<file path="src/rtl/uart_brk_pkg.sv">
`timescale 1ns/1ps
package uart_brk_pkg;
  // What the sequencer places into the shifter at a bit boundary
  typedef enum logic [1:0] {
    LD_NONE  = 2'd0,
    LD_DATA  = 2'd1,
    LD_BREAK = 2'd2,
    LD_MARK  = 2'd3
  } load_kind_e;
endpackage

</file>
<file path="src/rtl/uart_brk_hold.sv">
`timescale 1ns/1ps
module uart_brk_hold #(
  parameter int DATA_W = 8
) (
  input  logic              clk,
  input  logic              rst_n,
  input  logic              wr_valid,
  input  logic [DATA_W-1:0] wr_data,
  input  logic              wr_xbit,
  input  logic              take,
  output logic              full,
  output logic [DATA_W:0]   data_o
);
  logic            full_q, full_d;
  logic [DATA_W:0] data_q, data_d;
  logic            accept;

  assign accept = wr_valid && !full_q;

  always_comb begin
    full_d = full_q;
    data_d = data_q;
    if (take)   full_d = 1'b0;
    if (accept) begin
      full_d = 1'b1;
      data_d = {wr_xbit, wr_data};
    end
  end

  always_ff @(posedge clk or negedge rst_n) begin
    if (!rst_n) begin
      full_q <= 1'b0;
      data_q <= '0;
    end else begin
      full_q <= full_d;
      if (accept) data_q <= data_d;
    end
  end

  assign full   = full_q;
  assign data_o = data_q;

  AST_WR_WHILE_FULL_IGNORED: assert property (@(posedge clk) disable iff (!rst_n)
    (wr_valid && full_q) |=> $stable(data_q));
  AST_TAKE_ONLY_WHEN_FULL: assert property (@(posedge clk) disable iff (!rst_n)
    take |-> full_q);
endmodule

</file>
<file path="src/rtl/uart_brk_shift.sv">
`timescale 1ns/1ps
module uart_brk_shift #(
  parameter int FW    = 11,
  parameter int CNT_W = $clog2(FW + 1)
) (
  input  logic             clk,
  input  logic             rst_n,
  input  logic             tick_en,
  input  logic             clr,
  input  logic             load,
  input  logic [FW-1:0]    load_frame,
  input  logic [CNT_W-1:0] load_len,
  output logic             txd,
  output logic             busy,
  output logic             boundary
);
  logic [FW-1:0]    sh_q, sh_d;
  logic [CNT_W-1:0] cnt_q, cnt_d;

  assign busy     = (cnt_q != '0);
  // the current bit ends on this tick with nothing after it
  assign boundary = tick_en && (cnt_q < CNT_W'(2));

  always_comb begin
    sh_d  = sh_q;
    cnt_d = cnt_q;
    if (clr) begin
      sh_d  = '1;
      cnt_d = '0;
    end else if (tick_en) begin
      if (load) begin
        sh_d  = load_frame;
        cnt_d = load_len;
      end else if (busy) begin
        sh_d  = {1'b1, sh_q[FW-1:1]};
        cnt_d = cnt_q - CNT_W'(1);
      end
    end
  end

  always_ff @(posedge clk or negedge rst_n) begin
    if (!rst_n) begin
      sh_q  <= '1;
      cnt_q <= '0;
    end else if (clr || tick_en) begin
      sh_q  <= sh_d;
      cnt_q <= cnt_d;
    end
  end

  assign txd = busy ? sh_q[0] : 1'b1;

  AST_LINE_MOVES_ONLY_ON_TICK: assert property (@(posedge clk) disable iff (!rst_n)
    (!tick_en && !clr) |=> $stable(txd));
  AST_LOAD_AT_BOUNDARY: assert property (@(posedge clk) disable iff (!rst_n)
    load |-> boundary);
  AST_COUNT_IN_RANGE: assert property (@(posedge clk) disable iff (!rst_n)
    cnt_q <= CNT_W'(FW));
endmodule

</file>
<file path="src/rtl/uart_brk_ctrl.sv">
`timescale 1ns/1ps
module uart_brk_ctrl
  import uart_brk_pkg::*;
#(
  parameter int DATA_W = 8,
  parameter int FW     = DATA_W + 3,
  parameter int CNT_W  = $clog2(FW + 1)
) (
  input  logic             clk,
  input  logic             rst_n,
  input  logic             boundary,
  input  logic             clr,
  input  logic             send_break,
  input  logic             nine_bit,
  input  logic             hold_full,
  input  logic [DATA_W:0]  hold_data,
  output logic             load,
  output logic             take,
  output logic [FW-1:0]    frame,
  output logic [CNT_W-1:0] len
);
  localparam logic [CNT_W-1:0] LEN_SHORT = CNT_W'(FW - 1);
  localparam logic [CNT_W-1:0] LEN_LONG  = CNT_W'(FW);

  load_kind_e      kind;
  logic            owe_mark_q, owe_mark_d;
  logic [CNT_W-1:0] char_len;
  logic            xbit;

  assign char_len = nine_bit ? LEN_LONG : LEN_SHORT;
  assign xbit     = nine_bit ? hold_data[DATA_W] : 1'b1;

  // pick what starts at this boundary: break beats mark beats data
  always_comb begin
    kind       = LD_NONE;
    owe_mark_d = owe_mark_q;
    if (clr) begin
      owe_mark_d = 1'b0;
    end else if (boundary) begin
      if (send_break) begin
        kind       = LD_BREAK;
        owe_mark_d = 1'b1;
      end else if (owe_mark_q) begin
        kind       = LD_MARK;
        owe_mark_d = 1'b0;
      end else if (hold_full) begin
        kind = LD_DATA;
      end
    end
  end

  always_comb begin
    load  = (kind != LD_NONE);
    take  = (kind == LD_DATA);
    frame = '1;
    len   = char_len;
    case (kind)
      LD_DATA:  frame = {1'b1, xbit, hold_data[DATA_W-1:0], 1'b0};
      LD_BREAK: frame = '0;
      LD_MARK:  len   = CNT_W'(1);
      default:  frame = '1;
    endcase
  end

  always_ff @(posedge clk or negedge rst_n) begin
    if (!rst_n) owe_mark_q <= 1'b0;
    else        owe_mark_q <= owe_mark_d;
  end

  AST_NO_DATA_WHILE_MARK_OWED: assert property (@(posedge clk) disable iff (!rst_n)
    take |-> !owe_mark_q);
  AST_BREAK_BLOCKS_DATA: assert property (@(posedge clk) disable iff (!rst_n)
    send_break |-> !take);
endmodule

</file>
<file path="src/rtl/uart_brk_tx.sv">
`timescale 1ns/1ps
module uart_brk_tx #(
  parameter int DATA_W = 8
) (
  input  logic              clk,
  input  logic              rst_n,
  input  logic              baud_tick,
  input  logic              tx_en,
  input  logic              nine_bit_mode,
  input  logic              wr_valid,
  input  logic [DATA_W-1:0] wr_data,
  input  logic              wr_bit8,
  input  logic              send_break,
  output logic              txd,
  output logic              hold_empty,
  output logic              tx_done
);
  localparam int FW    = DATA_W + 3;
  localparam int CNT_W = $clog2(FW + 1);

  logic [1:0]       rst_pipe;
  logic             rst_n_s;
  logic             tick_en, clr;
  logic             load, take, full, busy, boundary;
  logic [DATA_W:0]  hold_data;
  logic [FW-1:0]    frame;
  logic [CNT_W-1:0] len;

  always_ff @(posedge clk or negedge rst_n) begin
    if (!rst_n) rst_pipe <= 2'b00;
    else        rst_pipe <= {rst_pipe[0], 1'b1};
  end
  assign rst_n_s = rst_pipe[1];

  assign tick_en = baud_tick && tx_en;
  assign clr     = !tx_en;

  uart_brk_hold #(.DATA_W(DATA_W)) u_hold (
    .clk(clk), .rst_n(rst_n_s), .wr_valid(wr_valid), .wr_data(wr_data),
    .wr_xbit(wr_bit8), .take(take), .full(full), .data_o(hold_data)
  );

  uart_brk_ctrl #(.DATA_W(DATA_W), .FW(FW), .CNT_W(CNT_W)) u_ctrl (
    .clk(clk), .rst_n(rst_n_s), .boundary(boundary), .clr(clr),
    .send_break(send_break), .nine_bit(nine_bit_mode), .hold_full(full),
    .hold_data(hold_data), .load(load), .take(take), .frame(frame), .len(len)
  );

  uart_brk_shift #(.FW(FW), .CNT_W(CNT_W)) u_shift (
    .clk(clk), .rst_n(rst_n_s), .tick_en(tick_en), .clr(clr), .load(load),
    .load_frame(frame), .load_len(len), .txd(txd), .busy(busy),
    .boundary(boundary)
  );

  assign hold_empty = !full;
  assign tx_done    = !busy && !full;

  AST_DISABLED_LINE_HIGH: assert property (@(posedge clk) disable iff (!rst_n_s)
    !tx_en |=> txd);
  AST_EMPTY_AFTER_MOVE: assert property (@(posedge clk) disable iff (!rst_n_s)
    take |=> hold_empty);
  AST_DONE_MEANS_QUIET: assert property (@(posedge clk) disable iff (!rst_n_s)
    tx_done |-> (txd && hold_empty));
endmodule

</file>
<file path="config.mk">
export PLATFORM = sky130hd
export DESIGN_NAME = uart_brk_tx
export DESIGN_NICKNAME = d
export VERILOG_FILES = /design/src/rtl/uart_brk_pkg.sv /design/src/rtl/uart_brk_hold.sv /design/src/rtl/uart_brk_shift.sv /design/src/rtl/uart_brk_ctrl.sv /design/src/rtl/uart_brk_tx.sv
export SDC_FILE = /design/constraint.sdc
export NUM_CORES = 1
export LEC_CHECK = 0
export CAP_MARGIN = 5
export CELL_PAD_IN_SITES_DETAIL_PLACEMENT = 0
export CELL_PAD_IN_SITES_GLOBAL_PLACEMENT = 1
export CORE_ASPECT_RATIO = 1.4
export CORE_MARGIN = 2
export CORE_UTILIZATION = 45
export CTS_CLUSTER_DIAMETER = 150
export CTS_CLUSTER_SIZE = 28
export DETAILED_ROUTE_END_ITERATION = 12
export PLACE_DENSITY_LB_ADDON = 0.05
export SYNTH_ARGS = -nofsm -noshare
export SYNTH_HDL_FRONTEND = slang
export SYNTH_SLANG_ARGS = --single-unit
</file>
<file path="constraint.sdc">
create_clock -name clk -period 3 [get_ports clk]
set_input_delay 0.6 -clock clk [delete_from_list [all_inputs] [get_ports clk]]
set_output_delay 0.6 -clock clk [all_outputs]
set_load 0.03 [all_outputs]
</file>
==> impl_metrics.ini <==
[status]
status = finished, final reports clean

[cells_and_area]
stdcell_count = 211
n_fill_cell = 316
antennaDiodeCount = 0
synthToLayoutAreaGrowth_pct = 18.2
fin_nets = 194
multi_input_area_sq_um = 683
drive_gt1_frac = 0.122
register_area_sq_um = 714

[timing]
fin_crit_sh = 0.863
hold_viol = 0
finalSetupTns_ns = 0
rsz0062_at_grt = false
drv_slew = 0
finalClockSkew_ns = 0.00267
tightest_slew_ns = 1.05
maxSlewHeadroom = 0.302
setup_violations = 0
min_period_ns = 2.59
fmax_mhz = 386

[routing]
ant_nets = 0
avgRoutedWirePerCell_um = 15.8
drt_wl_total_mm = 3.32
vias_per_cell = 5.77
drc = 0
dr.pass1.iters = 4
vias = 1217
drt_iter0_markers = 28

[synthesis]
synthFlopType = dfrtp_1
syn_inst = 156
synth_edf_count = 0
synth_fp_nets = 177
ys_warn_count = 0
syn_area_sq_um = 1500
yosysSeqAreaShare = 0.477
ys_types = 38
synth_area_per_cell_sq_um = 9.60
ys_ff_latch = 28
ys_async_sr_fraction = 1.00

[floorplanning]
num_rows = 24
coreArea_sq_um = 3150
die_w_um = 52.8
die_h_um = 72.3
boundaryPins = 19
die-area_sq_um = 3810
start_util = 0.475

[clock_network]
clock_sinks = 28
ctsHoldBuffers = 0
clk_latency_ns = 0.27
clk_path_buf_depth = 2
cts-root-buf = clkbuf_8
postCtsSetupBuffers = 0
cts_tree = built
cts_inserted_buffers = 3
ctsResizeCount = 0
cts-htree-levels = 1
clkTransAtPathRegs_ns = 0.09

[grt]
grtUsageMet3 = 0.0267
busiest_layer = met2
met1_usage = 0.257
grt_max_degree = 27
grt-ovfl-total = 0
grt_use_total = 0.196
grt_pass1_vias = 1272
antenna_found_initial = 0
grt_pass1_wl_mm = 5.60
grtUsageMet2 = 0.328

[power]
peakVddDrop_v = 0.000464
combPwrFrac = 0.436
p_seq_frac = 0.418
p_per_area_nw_per_um2 = 804
swShare = 0.390
power_leakage_nw = 0.776
switchingPower_mw = 0.555
p_int_mw = 0.869
p_clk_frac = 0.147

[run]
cap_violations = 0

[worst_setup_path]
path_class = input pin to flop
crit_path_end_kind = flop
worst-r2r-cell-count = 7
crit_fanout = 11
worstPathRequired_ns = 3.20
arrival_ns = 2.79
critPathLaunchType = input pin

[hold_path]
hold_class = flop to flop
worstHoldPathCells = 0

[place]
dp_hpwl_mm = 2.34
routabilityCongestion = 0.843
dpl.cell_count = 207
portBuffers = 18
==> per-layer routing <==
metal | share of wire | vias to the layer above | routed length [um]
met1 | 0.46 | 593 | 1510
li1 | - | 591 | -
met2 | 0.51 | 29 | 1690
met3 | 0.028 | 4 | 92
met5 | 0 | - | 0
met4 | 0.0093 | 0 | 31
==> worst max-delay path: stages <==
cell,delay (ns)
clkdlybuf4s50_1,0.47
and4_1,0.27
o21ai_0,0.16
ha_1,0.37
nor2b_1,0.58
o311a_1,0.23
a31oi_1,0.10
==> cell families (layout without fill, tap and decap cells) <==
family	count (synthesis)	after routing	share of synthesized area
flip-flops	28	28	0.477
multiplexers	2	2	0.0142
adder cells (fa/ha/maj)	5	5	0.0418
AO/OA/AOI/OAI	55	55	0.251
buffers and inverters	25	41	0.0668
AND/OR/NAND/NOR	40	40	0.147
other	1	1	0.00250
==> flip-flops by register name (all words and copies together) (netlist names) <==
| name | count |
|---|---|
| u_shift.cnt_q | 4 |
| u_hold.data_o | 9 |
| u_ctrl.owe_mark_q | 1 |
| rst_pipe | 2 |
| u_hold.full | 1 |
| u_shift.sh_q | 11 |
==> cells in the mapped netlist (all sizes together) (2+ instances only) <==
master	number	area share
nor2	4	0.010
and3	2	0.0084
a211o	8	0.047
inv	15	0.038
clkbuf	5	0.013
a211oi	9	0.045
dfstp	11	0.19
dfrtp	17	0.28
nor3	2	0.014
o2111ai	2	0.012
o21ai	15	0.050
nor2b	3	0.013
nand2	21	0.053
buf	5	0.017
a31oi	9	0.038
a21oi	4	0.013
ha	5	0.042
==> layout make-up <==
| cell class | instances | area share |
|---|---|---|
| clock buffer | 4 | 0.0254 |
| inverter | 15 | 0.0318 |
| multi-input combinational | 103 | 0.386 |
| sequential | 28 | 0.404 |
| tap | 39 | 0.0276 |
| timing repair buffer | 22 | 0.126 |
==> path summary, 6_finish.rpt <==
| kind | from | endpoint | slack, ns |
|---|---|---|---|
| setup / recovery | tx_en | u_shift.sh_q[9]$_DFFE_PN1P_ | 0.41 |
| hold / removal | rst_pipe[0]$_DFF_PN0_ | rst_pipe[1]$_DFF_PN0_ | 0.36 |
| setup reg to reg | u_shift.cnt_q[2]$_DFFE_PN0P_ | u_shift.sh_q[9]$_DFFE_PN1P_ | 0.49 |
| hold reg to reg | rst_pipe[0]$_DFF_PN0_ | rst_pipe[1]$_DFF_PN0_ | 0.36 |
| max in group asynchronous | rst_pipe[1]$_DFF_PN0_ | u_hold.data_o[1]$_DFFE_PN0P_ | 1.93 |
| min in group asynchronous | rst_pipe[1]$_DFF_PN0_ | u_shift.cnt_q[2]$_DFFE_PN0P_ | 0.44 |
==> power groups by stage <==
stage	Sequential, mW	Combinational (mW)	Clock (mW)
2_1_floorplan	0.577	0.458	0
3_3_place_gp	0.598	0.610	0
3_5_place_dp	0.602	0.619	0
4_1_cts	0.594	0.622	0.217
5_1_grt	0.613	0.688	0.236
6_report	0.595	0.620	0.209
==> stage by stage <==
stage	power, mW	hold slack (ns)	setup slack, ns	utilization	area (sq um)
after floorplan	1.04	0.304	0.915	-	1500
after global placement	1.21	0.340	0.129	0.547	1730
after detailed placement	1.22	0.340	0.114	0.547	1730
after CTS	1.43	0.362	0.383	0.562	1770
after global routing	1.54	0.368	0.281	0.562	1770
final	1.42	0.360	0.411	0.562	1770
==> layout by cell type, fill, tap and decap left out, types with 4 or more instances in the layout <==
cell,n
ha_1,5
nand2_1,21
nor2_1,4
a31oi_1,9
clkdlybuf4s50_1,18
inv_1,15
a21oi_1,4
a211oi_1,9
a211o_1,8
dfstp_2,11
o21ai_0,14
dfrtp_1,17
Power figures use the tool's default switching activity.
